==> config.mk <==
export PLATFORM = sky130hd
export DESIGN_NAME = victim_cache
export DESIGN_NICKNAME = d
export VERILOG_FILES = /design/src/rtl/vc_pkg.sv /design/src/rtl/vc_datapath.sv /design/src/rtl/vc_control.sv /design/src/rtl/victim_cache.sv
export SDC_FILE = /design/constraint.sdc
export NUM_CORES = 2
export LEC_CHECK = 0
export BUFFER_PORTS_ARGS = -buffer_cell sky130_fd_sc_hd__buf_2
export CAP_MARGIN = 30
export CORE_MARGIN = 3
export CORE_UTILIZATION = 40
export DETAILED_ROUTE_END_ITERATION = 7
export PLACE_DENSITY = 0.71
export SYNTH_ARGS = -nofsm -noshare
export SYNTH_HDL_FRONTEND = slang
export SYNTH_SLANG_ARGS = --single-unit
==> constraint.sdc <==
create_clock -name clk -period 9.9 [get_ports clk]
set_input_delay 1.485 -clock clk [delete_from_list [all_inputs] [get_ports clk]]
set_output_delay 1.485 -clock clk [all_outputs]
set_load 0.01 [all_outputs]
==> src/rtl/vc_pkg.sv <==
package vc_pkg;

  // strobes from control to datapath, all for the current clock edge
  typedef struct packed {
    logic doInsert;   // write evicted line into rotation slot
    logic doSwap;     // replace hit slot with displaced line
    logic loadWb;     // latch rotation slot as write-back request
    logic loadRd;     // latch lookup address as read request
    logic capRsp;     // capture lookup result
  } vc_strobe_t;

  typedef enum logic [1:0] {
    PEND_NONE  = 2'd0,
    PEND_READ  = 2'd1,
    PEND_WRITE = 2'd2
  } vc_pend_e;

endpackage

==> src/rtl/vc_datapath.sv <==
module vc_datapath
  import vc_pkg::*;
#(
  parameter int ENTRIES = 8,
  parameter int IDX_W   = 3,
  parameter int TAG_W   = 28,
  parameter int OFF_W   = 4,
  parameter int LINE_W  = 128
) (
  input  logic                     clk,
  input  logic                     rstN,
  input  vc_strobe_t               strobe,
  input  logic [IDX_W-1:0]         ptr,
  input  logic [TAG_W-1:0]         lkTag,
  input  logic                     dispValid,
  input  logic [TAG_W-1:0]         dispTag,
  input  logic                     dispDirty,
  input  logic [LINE_W-1:0]        dispData,
  input  logic [TAG_W-1:0]         evTag,
  input  logic                     evDirty,
  input  logic [LINE_W-1:0]        evData,
  output logic                     hitAny,
  output logic                     slotValid,
  output logic                     slotDirty,
  output logic [LINE_W-1:0]        rspData,
  output logic                     rspDirty,
  output logic [TAG_W+OFF_W-1:0]   reqAddr,
  output logic [LINE_W-1:0]        reqData
);

  localparam int ADDR_W = TAG_W + OFF_W;

  logic [ENTRIES-1:0] validQ;
  logic [TAG_W-1:0]   tagQ   [ENTRIES];
  logic               dirtyQ [ENTRIES];
  logic [LINE_W-1:0]  dataQ  [ENTRIES];

  logic [ENTRIES-1:0] hitVec;
  logic [IDX_W-1:0]   hitIdx;

  // parallel tag compare across all slots
  for (genvar g = 0; g < ENTRIES; g++) begin : gCmp
    assign hitVec[g] = validQ[g] && (tagQ[g] == lkTag);
  end

  assign hitAny = |hitVec;

  always_comb begin
    hitIdx = '0;
    for (int i = 0; i < ENTRIES; i++) begin
      if (hitVec[i]) hitIdx = IDX_W'(i);
    end
  end

  assign slotValid = validQ[ptr];
  assign slotDirty = dirtyQ[ptr];

  // valid flags and registered outputs
  always_ff @(posedge clk) begin
    if (!rstN) begin
      validQ   <= '0;
      rspData  <= '0;
      rspDirty <= 1'b0;
      reqAddr  <= '0;
      reqData  <= '0;
    end else begin
      if (strobe.doSwap)   validQ[hitIdx] <= dispValid;
      if (strobe.doInsert) validQ[ptr]    <= 1'b1;
      if (strobe.capRsp) begin
        rspData  <= hitAny ? dataQ[hitIdx] : '0;
        rspDirty <= hitAny && dirtyQ[hitIdx];
      end
      if (strobe.loadRd) begin
        reqAddr <= {lkTag, {OFF_W{1'b0}}};
        reqData <= '0;
      end else if (strobe.loadWb) begin
        reqAddr <= {tagQ[ptr], {OFF_W{1'b0}}};
        reqData <= dataQ[ptr];
      end
    end
  end

  // slot payload, no reset needed
  always_ff @(posedge clk) begin
    if (strobe.doSwap) begin
      tagQ[hitIdx]   <= dispTag;
      dirtyQ[hitIdx] <= dispDirty;
      dataQ[hitIdx]  <= dispData;
    end
    if (strobe.doInsert) begin
      tagQ[ptr]   <= evTag;
      dirtyQ[ptr] <= evDirty;
      dataQ[ptr]  <= evData;
    end
  end

  // at most one slot may match a given line address
  assert_single_match_R2: assert property (@(posedge clk) disable iff (!rstN)
    $onehot0(hitVec));

  // an insertion leaves its slot valid
  assert_insert_fills_R6: assert property (@(posedge clk) disable iff (!rstN)
    strobe.doInsert |=> validQ[$past(ptr)]);

  // a write-back request names the line that was in the slot
  assert_wb_addr_R7: assert property (@(posedge clk) disable iff (!rstN)
    strobe.loadWb |=> reqAddr[ADDR_W-1:OFF_W] == $past(tagQ[ptr]));

endmodule

==> src/rtl/vc_control.sv <==
module vc_control
  import vc_pkg::*;
#(
  parameter int ENTRIES = 8,
  parameter int IDX_W   = 3
) (
  input  logic             clk,
  input  logic             rstN,
  input  logic             evValid,
  input  logic             lkValid,
  input  logic             hitAny,
  input  logic             slotValid,
  input  logic             slotDirty,
  input  logic             memAck,
  output vc_strobe_t       strobe,
  output logic [IDX_W-1:0] ptr,
  output logic             ready,
  output logic             rspValid,
  output logic             rspHit,
  output logic             memReqValid,
  output logic             memReqWrite
);

  vc_pend_e pendQ;
  logic     lkGo;
  logic     evGo;

  assign ready = (pendQ == PEND_NONE);
  assign lkGo  = lkValid && ready;
  assign evGo  = evValid && ready && !lkValid;   // lookup wins a collision

  always_comb begin
    strobe          = '0;
    strobe.capRsp   = lkGo;
    strobe.doSwap   = lkGo && hitAny;
    strobe.loadRd   = lkGo && !hitAny;
    strobe.doInsert = evGo;
    strobe.loadWb   = evGo && slotValid && slotDirty;
  end

  always_ff @(posedge clk) begin
    if (!rstN) begin
      pendQ    <= PEND_NONE;
      ptr      <= '0;
      rspValid <= 1'b0;
      rspHit   <= 1'b0;
    end else begin
      rspValid <= lkGo;
      rspHit   <= lkGo && hitAny;
      if (evGo) ptr <= (ptr == IDX_W'(ENTRIES - 1)) ? '0 : ptr + 1'b1;
      if (pendQ != PEND_NONE) begin
        if (memAck) pendQ <= PEND_NONE;
      end else if (strobe.loadRd) begin
        pendQ <= PEND_READ;
      end else if (strobe.loadWb) begin
        pendQ <= PEND_WRITE;
      end
    end
  end

  assign memReqValid = (pendQ != PEND_NONE);
  assign memReqWrite = (pendQ == PEND_WRITE);

  assert_rsp_next_cycle_R2: assert property (@(posedge clk) disable iff (!rstN)
    lkValid && ready |=> rspValid);

  assert_busy_ignores_R8: assert property (@(posedge clk) disable iff (!rstN)
    !ready |=> !rspValid);

  assert_req_held_R4: assert property (@(posedge clk) disable iff (!rstN)
    memReqValid && !memAck |=> memReqValid && (memReqWrite == $past(memReqWrite)));

endmodule

==> src/rtl/victim_cache.sv <==
module victim_cache
  import vc_pkg::*;
#(
  parameter int ENTRIES    = 8,
  parameter int ADDR_W     = 32,
  parameter int WORD_W     = 32,
  parameter int LINE_WORDS = 4
) (
  input  logic                               clk,
  input  logic                               rstN,
  input  logic                               evValid,
  input  logic [ADDR_W-$clog2(LINE_WORDS*WORD_W/8)-1:0] evTag,
  input  logic                               evDirty,
  input  logic [LINE_WORDS*WORD_W-1:0]       evData,
  input  logic                               lkValid,
  input  logic [ADDR_W-$clog2(LINE_WORDS*WORD_W/8)-1:0] lkTag,
  input  logic                               dispValid,
  input  logic [ADDR_W-$clog2(LINE_WORDS*WORD_W/8)-1:0] dispTag,
  input  logic                               dispDirty,
  input  logic [LINE_WORDS*WORD_W-1:0]       dispData,
  output logic                               ready,
  output logic                               rspValid,
  output logic                               rspHit,
  output logic                               rspDirty,
  output logic [LINE_WORDS*WORD_W-1:0]       rspData,
  output logic                               memReqValid,
  output logic                               memReqWrite,
  output logic [ADDR_W-1:0]                  memReqAddr,
  output logic [LINE_WORDS*WORD_W-1:0]       memReqData,
  input  logic                               memAck
);

  localparam int OFF_W  = $clog2(LINE_WORDS * WORD_W / 8);
  localparam int TAG_W  = ADDR_W - OFF_W;
  localparam int LINE_W = LINE_WORDS * WORD_W;
  localparam int IDX_W  = (ENTRIES > 1) ? $clog2(ENTRIES) : 1;

  vc_strobe_t       strobe;
  logic [IDX_W-1:0] ptr;
  logic             hitAny;
  logic             slotValid;
  logic             slotDirty;

  vc_control #(.ENTRIES(ENTRIES), .IDX_W(IDX_W)) u_ctrl (
    .clk(clk), .rstN(rstN), .evValid(evValid), .lkValid(lkValid),
    .hitAny(hitAny), .slotValid(slotValid), .slotDirty(slotDirty),
    .memAck(memAck), .strobe(strobe), .ptr(ptr), .ready(ready),
    .rspValid(rspValid), .rspHit(rspHit),
    .memReqValid(memReqValid), .memReqWrite(memReqWrite)
  );

  vc_datapath #(.ENTRIES(ENTRIES), .IDX_W(IDX_W), .TAG_W(TAG_W),
                .OFF_W(OFF_W), .LINE_W(LINE_W)) u_dp (
    .clk(clk), .rstN(rstN), .strobe(strobe), .ptr(ptr), .lkTag(lkTag),
    .dispValid(dispValid), .dispTag(dispTag), .dispDirty(dispDirty),
    .dispData(dispData), .evTag(evTag), .evDirty(evDirty), .evData(evData),
    .hitAny(hitAny), .slotValid(slotValid), .slotDirty(slotDirty),
    .rspData(rspData), .rspDirty(rspDirty),
    .reqAddr(memReqAddr), .reqData(memReqData)
  );

  // a buffer hit never goes to the lower level
  assert_hit_no_fetch_R3: assert property (@(posedge clk) disable iff (!rstN)
    rspValid && rspHit |-> !memReqValid);

  // a buffer miss always starts a line read
  assert_miss_fetch_R4: assert property (@(posedge clk) disable iff (!rstN)
    rspValid && !rspHit |-> memReqValid && !memReqWrite);

  // request fields stay put until accepted
  assert_req_stable_R7: assert property (@(posedge clk) disable iff (!rstN)
    memReqValid && !memAck |=> $stable(memReqAddr) && $stable(memReqData));

endmodule

==> flow_metrics.tcl <==
set metrics [dict create \
    ys.flop_type "edfxtp_1" \
    numPortBuffers 637 \
    switching_share_pct 23.0 \
    synth_top_area_cell "edfxtp_1" \
    post_cts_buffers 0 \
    dieArea_um2 181000 \
    synth_top_family_by_area "multiplexers" \
    dp_slack_ps 2830 \
    grt_pass1_vias 49087 \
    core-area_um2 175000 \
    wl_per_cell_um 28.7 \
    status "finished with violations" \
    ys_seq_area_share_pct 62.1 \
    drt_iter0_drc 5540 \
    finalClockSkew_ps 52.0 \
    layout-drive-gt1-share_pct 22.4 \
    violations "max-slew violations" \
    row_count 153 \
    synth-simple-area-share_pct 10.9 \
    synthTopCellsByArea "edfxtp_1 (53%), mux4_2 (10%), dfxtp_1 (8.6%)" \
    grt_max_degree 177 \
    worstHoldPathType "reg2reg" \
    r2r_slack_ps 3880 \
    synth-adder-area-share_pct 0.0355 \
    synth_top_cell_area_share_pct 53.5 \
    crit_type "in2reg" \
    clock_path_buffers 3 \
    drc 0 \
    yosys-top-cells-count "edfxtp_1 (1,256), nand2_1 (922), mux4_2 (316)" \
    async_flop_share_pct 0 \
    avgViaCountPerCell 6.11 \
    routed_wl_um 237000 \
    combPwrFrac_pct 5.9 \
    placed_area_um2 75700 \
    overflow 0 \
    antenna_found_initial 7 \
    crit_arrival_ps 6850 \
    p_leak_nw 26.9 \
    grt_setup_unrepaired "no" \
    synth_edf_count 1256 \
    fp.dieW_um 426 \
    syn_inst 5369 \
    cts_resized 0 \
    grt_usage_pct 25.4 \
    worst_ep_required_time_ps 10350 \
    post-route-util_pct 46.6 \
    htreeDepth 4 \
    insertion_delay_ps 860 \
    end_kind "flop" \
    critPathMaxFanout 98 \
    areaGrowthSynthToFinish_pct 15.2 \
    synth.most_common_cell "edfxtp_1" \
    final_hold_viol_count 0 \
    first_pass_iters 6 \
    die_y_um 426 \
    clockRootBuffer "clkbuf_16" \
    final_area_um2 81300 \
    cts.sinks 1559 \
    clk_pin_slew_ps 60 \
    cts_hold_buf 0 \
    synth_cell_types 62 \
    power_frac_seq_pct 50.4 \
    slew_headroom_pct -12.4 \
    fin_crit_ps 6400 \
    clock_power_share_pct 43.8 \
    fmax_mhz 156 \
    critPathLaunchType "input port" \
    io_pins 642 \
    num-nets-final 6159 \
    maxCapViolations 0 \
    synth_mux_area_share_pct 12.4 \
    synth_compound_area_share_pct 8.86 \
    p_int_mw 11.0 \
    p_switching_mw 3.30 \
    setup_viol 0 \
    drv_slew 90 \
    cts_buffers 162 \
    ys_ff_latch 1559 \
    syn_avg_cell_area_um2 13.1 \
    grt_pass1_wl_um 338000 \
    worst_slack_ps 3500 \
    start_util_pct 40.4 \
    tritoncts "yes" \
    drtAntennaViolNets 0 \
    dpl.hpwl_um 140000 \
    vdd_drop_max_mv 0.183 \
    vias 50547 \
    ys_warn_count 0 \
    gp_congestion 1.01 \
    synth.cell_area_um2 70500 \
    post-route-period-util_pct 64.7 \
    synthXorXnorAreaFrac_pct 2.76 \
    worstMarginPinSlew_ps 1690 \
    power_density_nw_per_um2 177 \
]
kinds of logic (layout without fill, tap and decap cells):
group	after synthesis	in the layout
other cells	1	9
xor+xnor	218	218
buf+inv	447	1024
mux	475	475
simple gates	1796	1796
fa+ha+maj	2	2
flops	1559	1559
compound gates	871	871
worst paths after layout:
path | from | endpoint | cells past startpoint
setup / recovery | lkTag[5] | u_dp.dataQ[7][37]$_DFFE_PP_ | 11
hold / removal | u_dp.reqAddr[16]$_SDFFE_PN0P_ | u_dp.reqAddr[16]$_SDFFE_PN0P_ | 2
setup reg to reg | u_dp.tagQ[6][5]$_DFFE_PP_ | u_dp.dataQ[7][37]$_DFFE_PP_ | 10
hold reg to reg | u_dp.reqAddr[16]$_SDFFE_PN0P_ | u_dp.reqAddr[16]$_SDFFE_PN0P_ | 2
flip-flops by register name (all words and copies together) (netlist names), named ones only:
| register | cells |
|---|---|
| u_ctrl.pendQ | 2 |
| u_ctrl.rspValid | 1 |
| u_dp.dirtyQ | 8 |
| u_dp.tagQ | 224 |
| u_dp.rspDirty | 1 |
| u_dp.validQ | 8 |
| u_dp.rspData | 128 |
| u_dp.reqAddr | 28 |
| u_dp.reqData | 128 |
| u_dp.dataQ | 1024 |
| u_ctrl.rspHit | 1 |
| u_ctrl.ptr | 3 |
power groups by stage:
| stage | logic [mW] | registers, mW | clock network, mW |
|---|---|---|---|
| after floorplan | 0.500 | 7.35 | 0 |
| after global placement | 0.816 | 7.37 | 0 |
| after detailed placement | 0.842 | 7.37 | 0 |
| after global routing | 0.904 | 7.23 | 6.63 |
| final | 0.843 | 7.23 | 6.28 |
| after CTS | 0.845 | 7.23 | 6.35 |
final cells by class:
| class | count | area [µm²] |
|---|---|---|
| Multi-Input combinational cell | 3366 | 24800 |
| Timing Repair Buffer | 715 | 4150 |
| Inverter | 5 | 18.8 |
| Sequential cell | 1559 | 43800 |
| Clock buffer | 218 | 4460 |
| Fill cell | 15175 | 93300 |
| Tap cell | 2325 | 2910 |
| Antenna cell | 5 | 12.5 |
| Clock inverter | 86 | 1100 |
per-stage QoR:
step                      TNS [ps]  power (mW)  hold WS (ps)  std cells
after floorplan            -284560        7.85           470       5372
after global placement           0        8.18           458       7961
after detailed placement         0        8.21           461       7969
after CTS                        0        14.4           471       8273
after global routing             0        14.8           488       8277
final                            0        14.4           469       8279
placed cells by master, fill, tap and decap left out, types with 9 or more instances in the layout:
cell type	count
mux4_2	316
clkbuf_16	164
nand2b_1	18
a211oi_1	129
a21boi_0	25
a31oi_1	132
nand3_1	276
bufinv_16	13
edfxtp_1	1256
nor2_1	295
buf_2	637
o211ai_1	129
o31ai_1	131
clkinv_1	13
nand2_1	922
a22oi_1	10
a22o_1	128
clkinv_2	25
xor2_1	22
nand4_1	77
a211o_1	20
mux2i_1	150
clkinv_16	10
buf_4	52
o21ai_0	121
nor4_1	17
nor3_1	137
xnor2_1	191
dfxtp_1	298
clkbuf_1	39
clkbuf_8	15
o21ai_1	14
buf_12	19
a21boi_1	13
mux2_2	9
metal layers:
layer / up-vias / routed length [µm] / global-route usage [%]
li1: 21440 / - / -
met1: 25401 / 89400 / 32.8
met2: 3127 / 114000 / 41.4
met3: 575 / 21800 / 4.53
met4: 4 / 12100 / 12.6
met5: - / 26 / 0
worst max-delay path: stages:
cell,delay (ps)
buf_2,210
xnor2_1,320
nand4_1,280
nor4_2,770
and3_4,860
nor2_1,260
o21ai_0,190
a31oi_1,240
nor2_4,550
buf_4,770
buf_12,640
Note: power is estimated with default switching activity, not from simulation.
